[src/rtl/t1sb_pkg.sv]
package t1sb_pkg;

   typedef enum logic {
      SLIP_REPEAT = 1'b0,
      SLIP_DELETE = 1'b1
   } slip_dir_e;

   function automatic int frame_bits(input int ch, input int bw);
      return ch * bw + 1;
   endfunction

endpackage

[src/rtl/t1sb_wr.sv]
module t1sb_wr #(
   parameter int CH        = 24,
   parameter int BW        = 8,
   parameter bit MSB_FIRST = 1'b1,
   localparam int FB       = t1sb_pkg::frame_bits(CH, BW),
   localparam int PW       = $clog2(2 * FB),
   localparam int AW       = $clog2(2 * CH),
   localparam int FBW      = $clog2(FB),
   localparam int CW       = $clog2(CH + 1),
   localparam int BTW      = $clog2(BW)
) (
   input  logic          clk,
   input  logic          rst_n,
   input  logic          bit_en,
   input  logic          fs,
   input  logic          bit_i,
   output logic          we_o,
   output logic [AW-1:0] waddr_o,
   output logic [BW-1:0] wdata_o,
   output logic [PW-1:0] wpos_o,
   output logic          synced_o
);

   logic [FBW-1:0] wbit;
   logic           wpar;
   logic           synced;
   logic [CW-1:0]  wch;
   logic [BTW-1:0] wbt;
   logic [BW-1:0]  sh, nxt_sh;
   logic           last_bit, data_bit;

   assign last_bit = (wbit == FBW'(FB - 1));
   assign data_bit = bit_en && synced && !fs && !last_bit;

   generate
      if (MSB_FIRST) begin : g_msb
         assign nxt_sh = {sh[BW-2:0], bit_i};
      end else begin : g_lsb
         assign nxt_sh = {bit_i, sh[BW-1:1]};
      end
   endgenerate

   always_ff @(posedge clk or negedge rst_n) begin
      if (!rst_n) begin
         wbit   <= '0;
         wpar   <= 1'b0;
         synced <= 1'b0;
         wch    <= '0;
         wbt    <= '0;
         sh     <= '0;
      end else if (bit_en) begin
         if (fs) begin
            synced <= 1'b1;
            wpar   <= synced & ~wpar;
            wbit   <= '0;
            wch    <= '0;
            wbt    <= '0;
         end else if (synced) begin
            if (last_bit) begin
               wbit <= '0;
               wpar <= ~wpar;
               wch  <= '0;
               wbt  <= '0;
            end else begin
               wbit <= wbit + 1'b1;
               sh   <= nxt_sh;
               if (wbt == BTW'(BW - 1)) begin
                  wbt <= '0;
                  wch <= wch + 1'b1;
               end else begin
                  wbt <= wbt + 1'b1;
               end
            end
         end
      end
   end

   assign we_o     = data_bit && (wbt == BTW'(BW - 1));
   assign wdata_o  = nxt_sh;
   assign waddr_o  = wpar ? AW'(CH) + AW'(wch) : AW'(wch);
   assign wpos_o   = wpar ? PW'(FB) + PW'(wbit) : PW'(wbit);
   assign synced_o = synced;

   AST_WPOS_RANGE: assert property (@(posedge clk) disable iff (!rst_n)
      wpos_o < PW'(2 * FB));
   AST_WRITE_AFTER_SYNC: assert property (@(posedge clk) disable iff (!rst_n)
      we_o |-> synced_o);

endmodule

[src/rtl/t1sb_store.sv]
module t1sb_store #(
   parameter int DEPTH = 48,
   parameter int BW    = 8,
   localparam int AW   = $clog2(DEPTH)
) (
   input  logic          clk,
   input  logic          rst_n,
   input  logic          we,
   input  logic [AW-1:0] waddr,
   input  logic [BW-1:0] wdata,
   input  logic [AW-1:0] raddr,
   output logic [BW-1:0] rdata
);

   logic [BW-1:0] mem [DEPTH];

   always_ff @(posedge clk or negedge rst_n) begin
      if (!rst_n) begin
         for (int i = 0; i < DEPTH; i++) mem[i] <= '0;
      end else if (we) begin
         mem[waddr] <= wdata;
      end
   end

   assign rdata = mem[raddr];

endmodule

[src/rtl/t1sb_rd.sv]
module t1sb_rd #(
   parameter int          CH        = 24,
   parameter int          BW        = 8,
   parameter int          SLOTS     = 32,
   parameter int          WANDER_UI = 140,
   parameter logic [7:0]  IDLE      = 8'hFF,
   localparam int FB   = t1sb_pkg::frame_bits(CH, BW),
   localparam int PAIR = 2 * FB,
   localparam int PW   = $clog2(PAIR),
   localparam int AW   = $clog2(2 * CH),
   localparam int SW   = $clog2(SLOTS),
   localparam int LO   = FB - WANDER_UI,
   localparam int HI   = FB + WANDER_UI
) (
   input  logic          clk,
   input  logic          rst_n,
   input  logic          slot_en,
   input  logic          sfs,
   input  logic          clr,
   input  logic [PW-1:0] wpos,
   input  logic          synced,
   output logic [AW-1:0] raddr_o,
   input  logic [BW-1:0] rdata,
   output logic [BW-1:0] data_o,
   output logic          valid_o,
   output logic          slip_o,
   output logic          drop_o,
   output logic          seen_o
);

   import t1sb_pkg::*;

   logic [SW-1:0] slot_q, slot_cur;
   logic          rpar, newpar, par_use;
   logic [PW:0]   dsum, phase;
   logic          boundary, under, over, slip_now, is_chan;
   slip_dir_e     dir;

   assign slot_cur = sfs ? '0 : ((slot_q == SW'(SLOTS - 1)) ? '0 : slot_q + 1'b1);
   assign boundary = slot_en && (slot_cur == '0);
   assign newpar   = ~rpar;
   assign dsum     = {1'b0, wpos} + (PW+1)'(PAIR) - (newpar ? (PW+1)'(FB) : '0);
   assign phase    = (dsum >= (PW+1)'(PAIR)) ? dsum - (PW+1)'(PAIR) : dsum;
   assign under    = synced && (phase < (PW+1)'(LO));
   assign over     = synced && (phase > (PW+1)'(HI));
   assign slip_now = boundary && (under || over);
   assign dir      = over ? SLIP_DELETE : SLIP_REPEAT;
   assign par_use  = (boundary && !(under || over)) ? newpar : rpar;
   assign is_chan  = ({1'b0, slot_cur} < (SW+1)'(CH));
   assign raddr_o  = !is_chan ? '0 :
                     (par_use ? AW'(CH) + AW'(slot_cur) : AW'(slot_cur));

   always_ff @(posedge clk or negedge rst_n) begin
      if (!rst_n) begin
         slot_q  <= SW'(SLOTS - 1);
         rpar    <= 1'b1;
         data_o  <= '0;
         valid_o <= 1'b0;
         slip_o  <= 1'b0;
         drop_o  <= 1'b0;
         seen_o  <= 1'b0;
      end else begin
         valid_o <= slot_en;
         slip_o  <= slip_now;
         if (slot_en) begin
            slot_q <= slot_cur;
            rpar   <= par_use;
            data_o <= is_chan ? rdata : IDLE[BW-1:0];
         end
         if (slip_now) drop_o <= dir;
         if (slip_now)      seen_o <= 1'b1;
         else if (clr)      seen_o <= 1'b0;
      end
   end

   AST_VALID_PER_SLOT: assert property (@(posedge clk) disable iff (!rst_n)
      slot_en |=> valid_o);
   AST_SLIP_ON_SLOT: assert property (@(posedge clk) disable iff (!rst_n)
      slip_o |-> valid_o);
   AST_SLIP_KEEPS_HALF: assert property (@(posedge clk) disable iff (!rst_n)
      slip_o |-> (rpar == $past(rpar)));
   AST_STICKY_SET: assert property (@(posedge clk) disable iff (!rst_n)
      slip_o |-> seen_o);
   AST_STICKY_CLR: assert property (@(posedge clk) disable iff (!rst_n)
      ($past(clr) && !slip_o) |-> !seen_o);
   AST_NO_SLIP_UNSYNCED: assert property (@(posedge clk) disable iff (!rst_n)
      !synced |=> !slip_o);

endmodule

[src/rtl/t1_rx_slip_buf.sv]
module t1_rx_slip_buf #(
   parameter int         CH        = 24,
   parameter int         BW        = 8,
   parameter int         SLOTS     = 32,
   parameter int         WANDER_UI = 140,
   parameter logic [7:0] IDLE      = 8'hFF,
   parameter bit         MSB_FIRST = 1'b1
) (
   input  logic          clk,
   input  logic          rst_n,
   input  logic          line_bit_en,
   input  logic          line_fs,
   input  logic          line_bit,
   input  logic          sys_slot_en,
   input  logic          sys_fs,
   input  logic          slip_clr,
   output logic [BW-1:0] pcm_data_o,
   output logic          pcm_valid_o,
   output logic          slip_o,
   output logic          slip_drop_o,
   output logic          slip_seen_o
);

   localparam int FB    = t1sb_pkg::frame_bits(CH, BW);
   localparam int PW    = $clog2(2 * FB);
   localparam int DEPTH = 2 * CH;
   localparam int AW    = $clog2(DEPTH);

   initial begin
      assert (BW >= 2 && BW <= 8) else $error("BW must be 2..8");
      assert (SLOTS >= CH) else $error("SLOTS must cover all channels");
      assert (WANDER_UI > 0 && WANDER_UI < FB) else $error("WANDER_UI out of range");
   end

   logic          we, synced;
   logic [AW-1:0] waddr, raddr;
   logic [BW-1:0] wdata, rdata;
   logic [PW-1:0] wpos;

   t1sb_wr #(.CH(CH), .BW(BW), .MSB_FIRST(MSB_FIRST)) wr_i (
      .clk(clk), .rst_n(rst_n), .bit_en(line_bit_en), .fs(line_fs), .bit_i(line_bit),
      .we_o(we), .waddr_o(waddr), .wdata_o(wdata), .wpos_o(wpos), .synced_o(synced)
   );

   t1sb_store #(.DEPTH(DEPTH), .BW(BW)) store_i (
      .clk(clk), .rst_n(rst_n), .we(we), .waddr(waddr), .wdata(wdata),
      .raddr(raddr), .rdata(rdata)
   );

   t1sb_rd #(.CH(CH), .BW(BW), .SLOTS(SLOTS), .WANDER_UI(WANDER_UI), .IDLE(IDLE)) rd_i (
      .clk(clk), .rst_n(rst_n), .slot_en(sys_slot_en), .sfs(sys_fs), .clr(slip_clr),
      .wpos(wpos), .synced(synced), .raddr_o(raddr), .rdata(rdata),
      .data_o(pcm_data_o), .valid_o(pcm_valid_o), .slip_o(slip_o),
      .drop_o(slip_drop_o), .seen_o(slip_seen_o)
   );

endmodule

[config.mk]
export PLATFORM = sky130hd
export DESIGN_NAME = t1_rx_slip_buf
export DESIGN_NICKNAME = d
export VERILOG_FILES = /design/src/rtl/t1sb_pkg.sv /design/src/rtl/t1sb_wr.sv /design/src/rtl/t1sb_store.sv /design/src/rtl/t1sb_rd.sv /design/src/rtl/t1_rx_slip_buf.sv
export SDC_FILE = /design/constraint.sdc
export NUM_CORES = 1
export LEC_CHECK = 0
export BUFFER_PORTS_ARGS = -buffer_cell sky130_fd_sc_hd__buf_2
export CORE_ASPECT_RATIO = 0.9
export CORE_MARGIN = 2
export CORE_UTILIZATION = 37
export CTS_BUF_LIST = sky130_fd_sc_hd__clkbuf_4 sky130_fd_sc_hd__clkbuf_8
export DETAILED_ROUTE_END_ITERATION = 12
export GPL_TIMING_DRIVEN = 0
export PLACE_DENSITY = 0.5
export SLEW_MARGIN = 20
export SYNTH_ARGS = -nofsm -noshare
export SYNTH_HDL_FRONTEND = slang
export SYNTH_SLANG_ARGS = --single-unit
[constraint.sdc]
create_clock -name clk -period 9.5 [get_ports clk]
set_input_delay 0.475 -clock clk [delete_from_list [all_inputs] [get_ports clk]]
set_output_delay 0.475 -clock clk [all_outputs]
set_load 0.05 [all_outputs]
==> results of run 1 <==
[metal layers]
layer / track usage, % / wire [um]
met2: 36.1 / 31200
met1: 33.0 / 31700
met5: 0 / 0
met3: 4.29 / 4070
met4: 6.63 / 1760
[worst register-to-register path, stage by stage (launching register included)]
cell and delay, ns:
dfstp_2 0.56, clkbuf_1 0.38, inv_1 0.31, ha_1 0.28
inv_1 0.05, ha_1 0.17, inv_1 0.06, ha_1 0.23
or2_0 0.23, a21oi_2 0.30, nor3_1 0.11, a311oi_2 0.53
buf_2 0.31, o21ai_0 0.10, a31oi_1 0.37, a32oi_1 0.17
nor2_1 0.49, o31ai_4 0.19, xnor2_1 0.41, clkbuf_1 0.65
nand3_1 0.25, a31oi_1 0.55, a31oi_1 0.16
[what timing repair did]
item                       in CTS  in global routing
hold endpoints to repair       57                  0
setup endpoints to repair       0                  0
hold buffers                    3                  0
[kinds of logic after synthesis]
| logic type | after synthesis | share of synthesized area, % |
|---|---|---|
| fa+ha+maj | 23 | 1.34 |
| flops | 427 | 49.6 |
| mux | 458 | 26.5 |
| simple gates | 430 | 9.22 |
| buf+inv | 169 | 3.01 |
| xor+xnor | 19 | 0.807 |
| compound gates | 295 | 9.50 |
[sequential cells by signal, indices dropped and copies added (netlist names)]
name,count
rd_i.rpar,1
wr_i.wbit,8
rd_i.slot_q,5
wr_i.sh,7
rd_i.valid_o,1
rd_i.data_o,8
wr_i.wpar,1
store_i.mem,384
wr_i.synced_o,1
rd_i.drop_o,1
rd_i.seen_o,1
wr_i.wbt,3
wr_i.wch,5
rd_i.slip_o,1
[stage by stage]
| stage | setup TNS (ns) | std cells | worst slack [ns] | hold WS, ns |
|---|---|---|---|---|
| finish | 0 | 2749 | 2.51 | 0.169 |
| global route | 0 | 2748 | 2.10 | 0.117 |
| CTS | 0 | 2748 | 2.54 | 0.104 |
| detailed placement | 0 | 2613 | 2.56 | 0.460 |
| global placement | -284.23 | 2604 | -0.738 | 0.475 |
| floorplan | 0 | 1821 | 4.27 | 0.179 |
[cell type report]
| cell class | count | area share [%] |
|---|---|---|
| flip-flops and latches | 427 | 43.8 |
| multi-input cells | 1225 | 41.9 |
| clock buffers | 126 | 6.34 |
| well taps | 765 | 3.92 |
| plain buffers | 143 | 2.27 |
| repair buffers | 30 | 1.14 |
| inverters | 26 | 0.400 |
| clock inverters | 6 | 0.169 |
| diodes | 1 | 0.0103 |
[placed cells by master, fill, tap and decap left out, types with 48 or more instances in the layout]
cell type and count:
mux2_2 395, nor2_1 114, nand2_1 139, o21ai_0 79, mux4_2 48, a21oi_1 50
clkbuf_8 96, dfrtp_1 421, clkbuf_1 125, nor3_1 65
[power groups by stage]
| stage | clock, mW | combinational (mW) | sequential (mW) |
|---|---|---|---|
| floorplan | 0 | 1.04 | 1.99 |
| global placement | 0 | 1.68 | 1.95 |
| detailed placement | 0 | 1.71 | 1.95 |
| CTS | 1.84 | 1.71 | 1.91 |
| global route | 1.92 | 1.87 | 1.92 |
| finish | 1.79 | 1.73 | 1.92 |
[how the worst min path moves through the flow]
stage	slack, ns	to	start	cells past startpoint
floorplan	0.18	rd_i.data_o[0]	rst_n	0
global placement	0.48	wr_i.wbt[2]	wr_i.wbt[2]	2
detailed placement	0.46	store_i.mem[162]	rst_n	1
CTS	0.10	wr_i.synced_o	line_fs	2
global route	0.12	wr_i.synced_o	line_fs	2
finish	0.17	wr_i.synced_o	line_fs	2
==> impl_results.md, run 1 <==
* CP endpoint: rd_i.data_o[0]
* Die Ht at 233 um
* Via count at 15,700
* Routed WL at 68.7 mm
* Cell Pwr Density at 223 nW/um^2
* Cts bufs inserted at 78
* Layout cells sized above 1 at 32.1%
* Crit path depth at 22
* Mapped cell area at 21,500 um^2
* Pwr Total at 5.44 mW
* Reg area at 10,700 um^2
* Via count of the first global-routing pass at 15,900
* Area grow syn2layout at 13.3%
* Hpwl dp at 49.0 mm
* CTS tree: done
* Share of the synthesized area in the top cell type at 48.9%
* Seq pwr share at 35.2%
* Crit-path slowest cell: clkbuf_1
* Routed len/inst at 25.0 um
* Crit path from: rd_i.rpar
* Crit start category: flip-flop
* FF+latch count, synth at 427
* Maximum buffer depth of the clock tree at 3
* Initial antenna violation count at 1
* Switching power at 2.05 mW
* Post-Syn Nets at 1,852
* Total GRT Usage at 23.2%
* Final hold viol count at 0
* Tightest Pin Transition at 1.12 ns
* Setup-failing EPs final at 0
* Layout Nets at 1,962
* Max_cap viols at 0
* Period minus WS final at 6.99 ns
* Full die area at 60,200 um^2
* Final Cell Area at 24,400 um^2
* Area leader, netlist: dfrtp_1
* Crit path max fanout at 10
* Clock Tree Root: clkbuf_8
* Clock sinks at 427
* Register area share after synthesis at 49.6%
* Worst-Skew Late Latency at 0.66 ns
* Number of remaining DRC errors at 0
* Commonest cells post-synth: 421 x dfrtp_1, 395 x mux2_2, 139 x nand2_1, 125 x clkbuf_1, 114 x nor2_1
* Worst endpoint required time at 10.01 ns
* CTS H-tree depth at 3
* P_int at 3.39 mW
* RR Endpoint: rd_i.data_o[0]
* Number of I/O pins at 20
* Outcome: finished, final reports clean
* Reg-to-Reg Start: rd_i.rpar
* Post-cts sizing count at 0
* Total grt overflow at 0
* Most frequent cell after synthesis: dfrtp_1
* Critical path, cell by cell: clkbuf_1 -> inv_1 -> ha_1 -> inv_1 -> ha_1 -> inv_1 -> ha_1 -> or2_0 -> a21oi_2 -> nor3_1 -> a311oi_2 -> buf_2 -> o21ai_0 -> a31oi_1 -> a32oi_1 -> nor2_1 -> o31ai_4 -> xnor2_1 -> clkbuf_1 -> nand3_1 -> a31oi_1 -> a31oi_1
* Slew Viols, Final at 0
* First-pass GRT wire length at 104 mm
* Initial core utilization at 37.6%
* Prevailing post-synth register cell: dfrtp_1
* Combinational group share of total power at 31.9%
* Final Core Density at 42.6%
* Largest net degree at the start of global routing at 100
* Initial DRC count at 1,409
* VDD IR max at 0.112 mV
* ANT nets after route at 0
* Vias/cell at 5.73
* Clock Power Share at 32.9%
* Die Wd at 258 um
* Worst Hold Class: in2reg
* Port bufs at 18
* Setup crit end kind: flip-flop
* GPL Wtd Cong at 0.937
* Post-route clock period utilization at 73.6%
* EDFF count, synth at 0
* FF-to-FF path depth at 22
* Core ar. at 57,300 um^2
* CP bufs+invs at 6
* Top cells by area, synth: dfrtp_1 49%, mux2_2 21%, mux4_2 5.0%, nand2_1 2.4%, clkbuf_1 2.2%
* Reg2Reg Setup Slack at 2.51 ns
* Worst stage delay on the critical path at 0.65 ns
* # rows at 83
* Post-CTS Setup Inserts at 0
* Class of the most critical setup path: reg2reg
* Synth unique cells at 82
* Clk slew on worst S/H paths at 0.06 ns
* Ys Warns at 0
* Net Sw Frac at 37.7%
* Avg Cell Area, Syn at 11.8 um^2
* Drt pass-1 iters at 8
* Multi-input logic area at 10,200 um^2
* RSZ-0062 raised after global routing: false
* Lkg Pwr at 11.4 nW
* Synth async-reset ratio at 100%
* Critical Path AT at 7.51 ns
* Fillcell total at 5,468
* Fmax at 143 MHz
* Max-Slew Margin vs Limit at 24.8%
* Clock skew at 0.0345 ns
* DP Area at 22,800 um^2
* Top delay family on crit path: compound AO/OA/AOI/OAI gates
* Synth Instances at 1,821
(Power assumes the default switching activity.)
==> inputs of run 2 (changes only) <==
--- a/config.mk
+++ b/config.mk
@@ -12,7 +12,7 @@
 export CTS_BUF_LIST = sky130_fd_sc_hd__clkbuf_4 sky130_fd_sc_hd__clkbuf_8
 export DETAILED_ROUTE_END_ITERATION = 12
 export GPL_TIMING_DRIVEN = 0
-export PLACE_DENSITY = 0.5
+export PLACE_DENSITY = 0.52
 export SLEW_MARGIN = 20
 export SYNTH_ARGS = -nofsm -noshare
 export SYNTH_HDL_FRONTEND = slang
==> constraint.sdc (replaced) <==
create_clock -name clk -period 6.16 [get_ports clk]
set_input_delay 0.308 -clock clk [delete_from_list [all_inputs] [get_ports clk]]
set_output_delay 0.308 -clock clk [all_outputs]
set_load 0.05 [all_outputs]
==> run 2 against run 1 <==
Non-clock buffer count grew 11; total power rose by 61%; sequential share of layout area is 0.53 points lower; largest power group is now combinational logic; global-route usage is 0.051 points higher; combinational power rose by 72%; final area increased by 1.2%; worst setup slack got worse by 2.2 ns; core utilization grew 0.52 points; via count rose by 0.91%; final cell count increased by 0.47%; fmax is 19% higher.
==> impl_results.md, run 2 (synthesis results as in run 1) <==
* Outcome: finished, final reports clean
* Crit path max fanout at 10
* Total grt overflow at 0
* Period minus WS final at 5.86 ns
* Hpwl dp at 48.7 mm
* Pwr Total at 8.76 mW
* Via count at 15,900
* Cts bufs inserted at 77
* ANT nets after route at 0
* Worst Hold Class: in2async
* Leading cell type in the layout, fill and taps excluded: dfrtp_1
* GPL Wtd Cong at 0.897
* CTS tree: done
* Lkg Pwr at 11.6 nW
* Max-Slew Margin vs Limit at 29.6%
* Initial antenna violation count at 4
* Final hold viol count at 0
* Layout Nets at 1,972
* Fillcell total at 5,496
* Area grow syn2layout at 14.7%
* Layout cells sized above 1 at 34.0%
* Drt pass-1 iters at 5
* Number of I/O pins at 20
* DP Area at 22,800 um^2
* Clock skew at 0.0499 ns
* Reg with most FFs: store_i.mem
* Cell Pwr Density at 355 nW/um^2
* Tightest Pin Transition at 1.05 ns
* Antenna cells at 0
* Crit start category: flip-flop
* Maximum buffer depth of the clock tree at 3
* # rows at 83
* Routed len/inst at 24.9 um
* Class of the most critical setup path: reg2reg
* Clock Tree Root: clkbuf_8
* VDD IR max at 0.211 mV
* Final std cells w/o fill at 2,762
* Initial DRC count at 1,372
* Core ar. at 57,300 um^2
* Setup crit end kind: flip-flop
* Worst-Skew Late Latency at 0.67 ns
* First-pass GRT wire length at 104 mm
* Final Core Density at 43.1%
* Full die area at 60,200 um^2
* Max_cap viols at 0
* Die Ht at 233 um
* Largest registers: store_i.mem: 384 flops, rd_i.data_o: 8 flops, wr_i.wbit: 8 flops
* Placed Cells at 2,614
* Final Cell Area at 24,700 um^2
* Largest register FFs at 384
* Slew Viols, Final at 0
* Number of remaining DRC errors at 0
* Total GRT Usage at 23.2%
* Die Wd at 258 um
* Clk slew on worst S/H paths at 0.06 ns
* Port bufs at 18
* Setup-failing EPs final at 0
* Critical Path AT at 6.37 ns
* Via count of the first global-routing pass at 16,100
* Worst endpoint required time at 6.68 ns
* Clock sinks at 427
* Initial core utilization at 37.6%
* Fmax at 171 MHz
* Most frequent cells in the layout: 420 x dfrtp_1, 395 x mux2_2, 139 x nand2_1, 112 x nor2_1, 111 x clkbuf_1
* CTS H-tree depth at 3
* Vias/cell at 5.75
* Post-route clock period utilization at 95.1%
* Largest net degree at the start of global routing at 95
* Routed WL at 68.8 mm
* Reg2Reg Setup Slack at 0.30 ns
run 2: worst paths after layout:
kind | cells after the start | start | endpoint
min in group clk | 4 | sys_fs | rd_i.slot_q[2]
max in group asynchronous | 6 | rst_n | store_i.mem[318]
setup / recovery | 24 | wr_i.wpar | rd_i.data_o[1]
setup reg to reg | 24 | wr_i.wpar | rd_i.data_o[1]
hold reg to reg | 2 | wr_i.wbt[2] | wr_i.wbt[2]
hold / removal | 2 | rst_n | rd_i.valid_o
run 2: per-layer routing:
layer | GRT usage, % | part of all wire (%) | up-vias
li1 | - | - | 6985
met1 | 34.0 | 47 | 8296
met2 | 34.8 | 44 | 498
met3 | 3.89 | 6.3 | 107
met4 | 7.66 | 2.9 | 0
met5 | 0 | 0 | -
run 2: metrics by stage:
step                      setup slack, ns  hold WS, ns  setup TNS, ns
after global placement              -3.89        0.481       -1626.43
after detailed placement           -0.626        0.242          -3.39
final                               0.302        0.153              0
after floorplan                     0.935       0.0124              0
after CTS                          0.0302        0.122              0
after global routing              -0.0115        0.147        -0.0165
run 2: layout make-up:
class                      instances  area [um^2]  share of cell area (%)
clock inverter                    22          201                   0.815
inverter                          26         97.6                   0.395
timing repair buffer              43          420                    1.70
tap                              765          957                    3.87
sequential                       427        10700                    43.3
multi-input combinational       1225        10300                    41.8
buffer                           141          573                    2.32
clock buffer                     113         1430                    5.79
run 2: critical path, cell delays in order (launching register included):
cell	delay [ns]
dfrtp_1	0.32
buf_2	0.24
buf_1	0.38
xnor2_1	0.13
ha_1	0.19
inv_1	0.05
ha_1	0.17
inv_1	0.05
ha_1	0.23
or2_0	0.23
a21oi_2	0.32
nor3_1	0.14
a311oi_4	0.43
a211oi_2	0.11
or4_1	0.53
a32oi_1	0.27
nor2_2	0.06
buf_4	0.16
o31ai_4	0.21
buf_12	0.16
mux2_4	0.37
buf_6	0.18
mux2_1	0.32
a2bb2oi_1	0.34
a31oi_1	0.13
run 2: power by group:
part / switching [mW] / internal (mW) / total, mW / leakage [nW]
Combinational: 2.01 / 0.965 / 2.98 / 4.78
Sequential: 0.0719 / 2.87 / 2.94 / 5.91
Clock: 1.23 / 1.62 / 2.85 / 0.872
Total: 3.31 / 5.45 / 8.76 / 11.6
run 2: timing repair:
action | 4_1_cts | 5_1_grt
gates resized for setup | 14 | 38
endpoints found under the hold margin | 115 | 0
buffers inserted | 0 | 10
hold buffers | 5 | 0
pin swaps | 0 | 7
endpoints found under the setup margin | 8 | 8
